==> src/rtl/wsf_pkg.sv <==
`timescale 1ns/1ps
package wsf_pkg;
  parameter int WORD_W = 32;
  localparam int BE_W = WORD_W / 8;

  typedef struct packed {
    logic              last;
    logic [BE_W-1:0]   be;
    logic [WORD_W-1:0] data;
  } half_t;

  typedef struct packed {
    half_t hi;
    half_t lo;
  } slot_t;

  localparam half_t FILL_HALF = '0;
endpackage

==> src/rtl/wsf_packer.sv <==
`timescale 1ns/1ps
module wsf_packer
  import wsf_pkg::*;
(
  input  logic              clk,
  input  logic              rst_n,
  input  logic              cfg_bus64,
  input  logic              cfg_odd_start,
  input  logic              wr_en_n,
  input  logic              wr_last_n,
  input  logic [WORD_W-1:0] wr_data,
  input  logic [BE_W-1:0]   wr_be,
  output logic              push,
  output slot_t             push_slot,
  output logic              half_open
);
  logic  open_q, open_d;
  logic  inxfer_q, inxfer_d;
  logic  lo_load;
  half_t lo_q;
  half_t word;
  logic  wr;

  assign wr   = ~wr_en_n;
  assign word = '{last: ~wr_last_n, be: wr_be, data: wr_data};

  always_comb begin
    open_d    = open_q;
    inxfer_d  = inxfer_q;
    lo_load   = 1'b0;
    push      = 1'b0;
    push_slot = '{hi: FILL_HALF, lo: FILL_HALF};
    if (wr) begin
      inxfer_d = ~word.last;
      if (open_q) begin
        push         = 1'b1;
        push_slot.lo = lo_q;
        push_slot.hi = word;
        open_d       = 1'b0;
      end else if (word.last) begin
        push = 1'b1;
        if (!inxfer_q && !cfg_bus64 && cfg_odd_start) push_slot.hi = word;
        else                                          push_slot.lo = word;
      end else begin
        open_d  = 1'b1;
        lo_load = 1'b1;
      end
    end
  end

  always_ff @(posedge clk or negedge rst_n) begin
    if (!rst_n) begin
      open_q   <= 1'b0;
      inxfer_q <= 1'b0;
    end else begin
      open_q   <= open_d;
      inxfer_q <= inxfer_d;
    end
  end

  always_ff @(posedge clk) begin
    if (lo_load) lo_q <= word;
  end

  assign half_open = open_q;
endmodule

==> src/rtl/wsf_store.sv <==
`timescale 1ns/1ps
module wsf_store
  import wsf_pkg::*;
#(
  parameter int SLOTS = 32,
  localparam int PTR_W = $clog2(SLOTS),
  localparam int CNT_W = $clog2(SLOTS + 1)
) (
  input  logic             clk,
  input  logic             rst_n,
  input  logic             push,
  input  slot_t            push_slot,
  input  logic             pop,
  output slot_t            head,
  output logic [CNT_W-1:0] count
);
  slot_t            mem [SLOTS];
  logic [PTR_W-1:0] wp_q, wp_d, rp_q, rp_d;
  logic [CNT_W-1:0] cnt_q, cnt_d;

  always_comb begin
    wp_d  = push ? wp_q + PTR_W'(1) : wp_q;
    rp_d  = pop  ? rp_q + PTR_W'(1) : rp_q;
    cnt_d = cnt_q + CNT_W'(push) - CNT_W'(pop);
  end

  always_ff @(posedge clk or negedge rst_n) begin
    if (!rst_n) begin
      wp_q  <= '0;
      rp_q  <= '0;
      cnt_q <= '0;
    end else begin
      wp_q  <= wp_d;
      rp_q  <= rp_d;
      cnt_q <= cnt_d;
    end
  end

  always_ff @(posedge clk) begin
    if (push) mem[wp_q] <= push_slot;
  end

  assign head  = mem[rp_q];
  assign count = cnt_q;
endmodule

==> src/rtl/wsf_unpack.sv <==
`timescale 1ns/1ps
module wsf_unpack
  import wsf_pkg::*;
(
  input  logic                clk,
  input  logic                rst_n,
  input  logic                cfg_bus64,
  input  logic                has_slot,
  input  slot_t               head,
  input  logic                rd_en,
  output logic                pop,
  output logic                rd_valid,
  output logic [2*WORD_W-1:0] rd_data,
  output logic [2*BE_W-1:0]   rd_be,
  output logic                rd_last
);
  logic  hsel_q, hsel_d;
  logic  lo_pad, hi_pad, eff_hi, take, drop;
  half_t sel;

  assign lo_pad = (head.lo.be == '0);
  assign hi_pad = (head.hi.be == '0);
  assign eff_hi = hsel_q | lo_pad;
  assign sel    = eff_hi ? head.hi : head.lo;

  always_comb begin
    hsel_d = hsel_q;
    take   = 1'b0;
    drop   = 1'b0;
    if (cfg_bus64) begin
      rd_valid = has_slot;
      rd_data  = {head.hi.data, head.lo.data};
      rd_be    = {head.hi.be, head.lo.be};
      rd_last  = head.hi.last | head.lo.last;
      pop      = has_slot & rd_en;
      hsel_d   = 1'b0;
    end else begin
      rd_valid = has_slot & ~(eff_hi & hi_pad);
      rd_data  = {{WORD_W{1'b0}}, sel.data};
      rd_be    = {{BE_W{1'b0}}, sel.be};
      rd_last  = sel.last;
      take     = rd_valid & rd_en;
      drop     = has_slot & eff_hi & hi_pad;
      pop      = drop | (take & (eff_hi | hi_pad));
      if (pop)       hsel_d = 1'b0;
      else if (take) hsel_d = 1'b1;
    end
  end

  always_ff @(posedge clk or negedge rst_n) begin
    if (!rst_n) hsel_q <= 1'b0;
    else        hsel_q <= hsel_d;
  end
endmodule

==> src/rtl/write_stage_fifo.sv <==
`timescale 1ns/1ps
module write_stage_fifo
  import wsf_pkg::*;
#(
  parameter int SLOTS      = 32,
  parameter int AFULL_FREE = 4,
  localparam int CNT_W     = $clog2(SLOTS + 1)
) (
  input  logic                clk,
  input  logic                rst_n,
  input  logic                cfg_bus64,
  input  logic                cfg_odd_start,
  input  logic                wr_en_n,
  input  logic                wr_last_n,
  input  logic [WORD_W-1:0]   wr_data,
  input  logic [BE_W-1:0]     wr_be,
  output logic                full_n,
  output logic                afull_n,
  input  logic                rd_en,
  output logic                rd_valid,
  output logic [2*WORD_W-1:0] rd_data,
  output logic [2*BE_W-1:0]   rd_be,
  output logic                rd_last
);
  logic             push, pop, half_open;
  slot_t            push_slot, head;
  logic [CNT_W-1:0] count, free_slots;

  wsf_packer u_pack (
    .clk, .rst_n, .cfg_bus64, .cfg_odd_start,
    .wr_en_n, .wr_last_n, .wr_data, .wr_be,
    .push, .push_slot, .half_open
  );

  wsf_store #(.SLOTS(SLOTS)) u_store (
    .clk, .rst_n, .push, .push_slot, .pop, .head, .count
  );

  wsf_unpack u_unpack (
    .clk, .rst_n, .cfg_bus64, .has_slot(count != '0), .head, .rd_en,
    .pop, .rd_valid, .rd_data, .rd_be, .rd_last
  );

  assign free_slots = CNT_W'(SLOTS) - count - CNT_W'(half_open);
  assign full_n     = ~(count == CNT_W'(SLOTS));
  assign afull_n    = ~(free_slots <= CNT_W'(AFULL_FREE));
endmodule

==> config.mk <==
export PLATFORM = sky130hd
export DESIGN_NAME = write_stage_fifo
export DESIGN_NICKNAME = d
export VERILOG_FILES = /design/src/rtl/wsf_pkg.sv /design/src/rtl/wsf_packer.sv /design/src/rtl/wsf_store.sv /design/src/rtl/wsf_unpack.sv /design/src/rtl/write_stage_fifo.sv
export SDC_FILE = /design/constraint.sdc
export NUM_CORES = 2
export LEC_CHECK = 0
export BUFFER_PORTS_ARGS = -buffer_cell sky130_fd_sc_hd__buf_2
export CELL_PAD_IN_SITES_DETAIL_PLACEMENT = 1
export CELL_PAD_IN_SITES_GLOBAL_PLACEMENT = 1
export CORE_MARGIN = 3
export CORE_UTILIZATION = 45
export DETAILED_ROUTE_END_ITERATION = 8
export PLACE_DENSITY = 0.64
export REMOVE_ABC_BUFFERS = 1
export SYNTH_ARGS = -nofsm -noshare
export SYNTH_HDL_FRONTEND = slang
export SYNTH_HIERARCHICAL = 1
export SYNTH_SLANG_ARGS = --single-unit
==> constraint.sdc <==
create_clock -name clk -period 18.6 [get_ports clk]
set_input_delay 3.72 -clock clk [delete_from_list [all_inputs] [get_ports clk]]
set_output_delay 3.72 -clock clk [all_outputs]
set_load 0.02 [all_outputs]
==> reports/results.md <==
| Stage | Metric | This run |
|---|---|---|
| worst setup path | Startpoint of the worst register-to-register path | u_store/rp_q[0] |
| power | Power density cells | 151 nW/um^2 |
| global routing | Vias in the first global route | 48692 |
| logic synthesis | Sequential cell area fraction in the yosys report | 0.777 |
| worst setup path | Endpoint arrival time on the critical path | 7110 ps |
| clock tree | Resized Gates After CTS | 0 |
| finish | Final net count | 4571 |
| clock tree | Buffer type at the clock tree root | clkbuf_16 |
| clock tree | Number of H-tree levels | 4 |
| power | Lkg Pwr | 0.0338 uW |
| worst setup path | Cell depth of the worst setup path | 12 |
| placed design | Setup slack after placement | 8460 ps |
| detailed routing | Overall routed net length | 277 mm |
| sta | Remaining max-slew budget at the tightest pin | 0.142 |
| sta | Final worst path period need | 10830 ps |
| worst setup path | Worst-path cell with the longest stage delay | dfrtp_4 |
| logic synthesis | Async SR Flop Fraction | 0.00784 |
| detailed routing | Initial drt markers | 5822 |
| finish | Util after Layout | 0.512 |
| sta | Crit share post-route | 0.582 |
| detailed routing | DRC errors left | 0 |
| worst setup path | Critical-path maximum fanout | 136 |
| sta | Number of endpoints failing setup at the final stage | 0 |
| floorplanning | Initial Utilization | 0.455 |
| clock tree | Number of buffers added by the clock tree synthesis step | 241 |
| worst setup path | CP cell instances | buf_12 > buf_4 > mux2i_1 > a22o_1 > a221o_1 > a31oi_1 > nor4_4 > o21ai_4 > buf_4 > buf_4 > mux2_2 > buf_2 |
| finish | Fraction of layout instances using a drive strength above 1 | 0.257 |
| detailed routing | Vias per cell | 6.44 |
| floorplanning | Core box area | 206000 sq um |
| run status | Outcome | finished clean |
| finish | Area growth, synth to finish | 12.5% |
| clock tree | Clock insertion delay at the later pin of the skew report | 860 ps |
| detailed routing | Count of vias placed by the detailed router | 47706 |
| clock tree | Sink count of the clock tree | 2424 |
| floorplanning | Vertical die dimension | 462 um |
| power | VDD IR-drop max | 116 uV |
| worst setup path | R2r worst-path depth | 18 |
| worst setup path | R2r setup slk | 10470 ps |
| floorplanning | Site Rows | 166 |
| floorplanning | Die span in x | 462 um |
| sta | Worst Max-Slew Pin Slew | 1290 ps |
| worst setup path | Largest stage delay on the critical path | 1000 ps |
| worst setup path | Worst Setup SP | u_store/rp_q[0] |
| placed design | Weighted congestion at the end of routability-driven global placement | 0.736 |
| worst setup path | CP Class | register to output pin |
| global routing | GRT overflow | 0 |
| sta | Fin Clk Skew | 24.8 ps |
| floorplanning | Number of primary I/O pins | 119 |
| finish | Area taken by flip-flops and latches | 72700 sq um |
| floorplanning | Die Area | 213000 sq um |
| logic synthesis | Most used flip-flop cell after synthesis | edfxtp_1 |
| power | Total power | 15900 uW |
| detailed routing | Routed WL per cell | 37.4 um |
| worst setup path | Capture point of the worst path | rd_data[0] |
| worst setup path | Worst EP required | 14880 ps |
| placed design | Number of port buffers | 118 |
| logic synthesis | Syn_area_per_cell | 21.9 sq um |
| worst setup path | Most frequent CP cell | buf_4 |
| sta | Number of endpoints with negative hold slack in the final report | 0 |
| worst setup path | Critical path endpoint category | output pin |
| worst setup path | Critical path's top delay family | buffers and inverters |
| global routing | Number of antenna violations at the first check in global routing | 12 |
| finish | Count of fill cells added during filler insertion | 17929 |
| run | Maximum capacitance violations | 0 |
| worst setup path | Critical R2R Capture | u_store/count[4] |
| logic synthesis | Number of standard cells after synthesis | 4277 |
| global routing | Overall fraction of global-route tracks in use | 0.260 |
| global routing | Global-route wire length before repair | 386 mm |
| worst setup path | Nature of the critical path startpoint | register |
| worst setup path | Worst Path Buf+Inv | 5 |
| worst hold path | Hold/Removal Path Class | register to register |
| logic synthesis | Synth unique cells | 57 |
| logic synthesis | Netlist area before placement | 93600 sq um |
| clock tree | CTS tree | built |
| clock tree | Number of buffers inserted by post-CTS setup repair | 0 |
| clock tree | Maximum buffer depth of the clock tree | 3 |
| sta | Highest achievable clock rate | 92.3 MHz |
| detailed routing | ANT nets after route | 0 |
| logic synthesis | Post-synth EDFFs | 2405 |
| placed design | Half-perimeter wire length after detailed placement | 131 mm |
| clock tree | Cts-stage hold buffer count | 0 |
| sta | Unrepaired setup endpoints after global routing | false |
| finish | Combined area of the multi-input logic cells | 19700 sq um |
| detailed routing | Number of detailed-route iterations in the first pass | 5 |
| sta | Number of pins exceeding their max-slew limit in the final report | 0 |
| global routing | Largest net degree at the start of global routing | 146 |
| clock tree | Clock transition at the register clock pins on the worst setup and hold paths after CTS | 60 ps |
| sta | PnR worst setup slack | 7770 ps |
| logic synthesis | Synthesis Warnings | 6 |
| logic synthesis | Yosys reg bits | 2424 |
## per-stage QoR
step / hold slack (ps) / TNS (ps) / area, sq um / std cells
3_3_place_gp: 487 / 0 / 97600 / 6948
5_1_grt: 589 / 0 / 105000 / 7407
4_1_cts: 536 / 0 / 105000 / 7401
6_report: 535 / 0 / 105000 / 7409
3_5_place_dp: 507 / 0 / 97600 / 6948
2_1_floorplan: 454 / -1086060 / 92100 / 4015
## cells in the mapped netlist, types with 3 or more instances
cell type / count / area share
a211oi_1: 104 / 0.0083
a21o_1: 3 / 0.00024
a21oi_1: 62 / 0.0033
a221o_1: 17 / 0.0018
a22o_1: 50 / 0.0047
a22oi_1: 64 / 0.0051
a31oi_1: 18 / 0.0012
a32o_1: 36 / 0.0039
and2_1: 38 / 0.0025
and3_1: 3 / 0.00020
buf_1: 6 / 0.00024
buf_2: 72 / 0.0039
buf_4: 36 / 0.0029
buf_6: 35 / 0.0042
clkbuf_1: 112 / 0.0045
dfrtp_1: 19 / 0.0051
edfxtp_1: 2405 / 0.77
ha_1: 20 / 0.0027
inv_1: 28 / 0.0011
mux2_2: 41 / 0.0049
mux2_4: 30 / 0.0048
mux2i_1: 224 / 0.024
mux4_2: 463 / 0.11
nand2_1: 36 / 0.0014
nand2b_1: 38 / 0.0025
nand3_1: 6 / 0.00032
nand3b_1: 3 / 0.00024
nand4_1: 3 / 0.00020
nor2_1: 26 / 0.0010
nor2b_1: 7 / 0.00047
nor3_1: 25 / 0.0013
o21ai_0: 8 / 0.00043
o221a_2: 17 / 0.0020
o221ai_1: 33 / 0.0031
o22ai_1: 151 / 0.010
or3_1: 3 / 0.00020
or3b_2: 3 / 0.00028
xnor2_1: 8 / 0.00075
xor2_1: 4 / 0.00037
## placed cells by master (no fill, tap or decap), types with 41 or more instances in the layout
cell type and instances:
edfxtp_1 2405, mux4_2 463, clkbuf_16 248, mux2i_1 224
o22ai_1 151, buf_2 117, buf_4 114, a211oi_1 102
clkbuf_1 67, a22oi_1 64, clkinv_1 63, a22o_1 50
clkinv_2 48, mux2_2 41
## worst register-to-register path, cell delays in order, from the launching register on
cell and delay (ps):
dfrtp_4 1000, buf_4 870, buf_4 900, mux4_2 670
a211oi_1 370, a21oi_1 80, buf_4 210, nor4_1 1020
o211ai_1 500, a31oi_1 850, ha_1 370, inv_1 60
ha_1 180, inv_1 70, fa_1 430, inv_1 70
a21o_1 140, a21oi_1 90, xnor2_1 130
## registers in the layout, indices dropped and copies added, names as in the netlist
signal            cells
u_store/mem        2368
u_pack/lo_q          37
u_store/count         6
u_store/rp_q          5
u_store/wp_q          5
u_pack/half_open      1
u_pack/inxfer_q       1
u_unpack/hsel_q       1
## worst min-delay path by stage
| stage | slack, ps | from | endpoint | cells past startpoint |
|---|---|---|---|---|
| global placement | 490 | u_pack/inxfer_q | u_pack/inxfer_q | 2 |
| finish | 530 | u_pack/inxfer_q | u_pack/inxfer_q | 2 |
| floorplan | 450 | u_pack/inxfer_q | u_pack/inxfer_q | 2 |
| global route | 590 | u_pack/inxfer_q | u_pack/inxfer_q | 2 |
| detailed placement | 510 | u_pack/inxfer_q | u_pack/inxfer_q | 2 |
| CTS | 540 | u_pack/inxfer_q | u_pack/inxfer_q | 2 |
## cell families after synthesis
group                      count (synthesis)  share of synthesized area
and+or+nand+nor                          202                     0.0119
muxes                                    758                      0.145
adders and majority gates                 21                    0.00289
DFF                                     2424                      0.777
buffers and inverters                    290                     0.0170
xor gates and xnor gates                  12                    0.00112
AOI/OAI and AO/OA                        570                     0.0450
## report_power, final
group / internal (uW) / leakage, uW / switching (uW)
clock: 2660 / 0.00372 / 2040
combinational: 1890 / 0.00770 / 2890
sequential: 6260 / 0.0224 / 129
## final cells by class
| class | count | share of cell area |
|---|---|---|
| inverters | 28 | 0.00101 |
| clock buffers | 317 | 0.0616 |
| repair buffers | 249 | 0.0169 |
| diodes | 4 | 0.0000951 |
| well taps | 2688 | 0.0320 |
| multi-input cells | 1563 | 0.187 |
| clock inverters | 136 | 0.0104 |
| flip-flops and latches | 2424 | 0.691 |
## metal layers
layer / share of wire / GRT usage / up-vias
li1: - / - / 18703
met1: 0.40 / 0.360 / 26496
met2: 0.50 / 0.432 / 2116
met3: 0.069 / 0.0364 / 391
met4: 0.030 / 0.0787 / 0
met5: 0 / 0 / -
No activity file was read; power rests on OpenSTA's default activity.
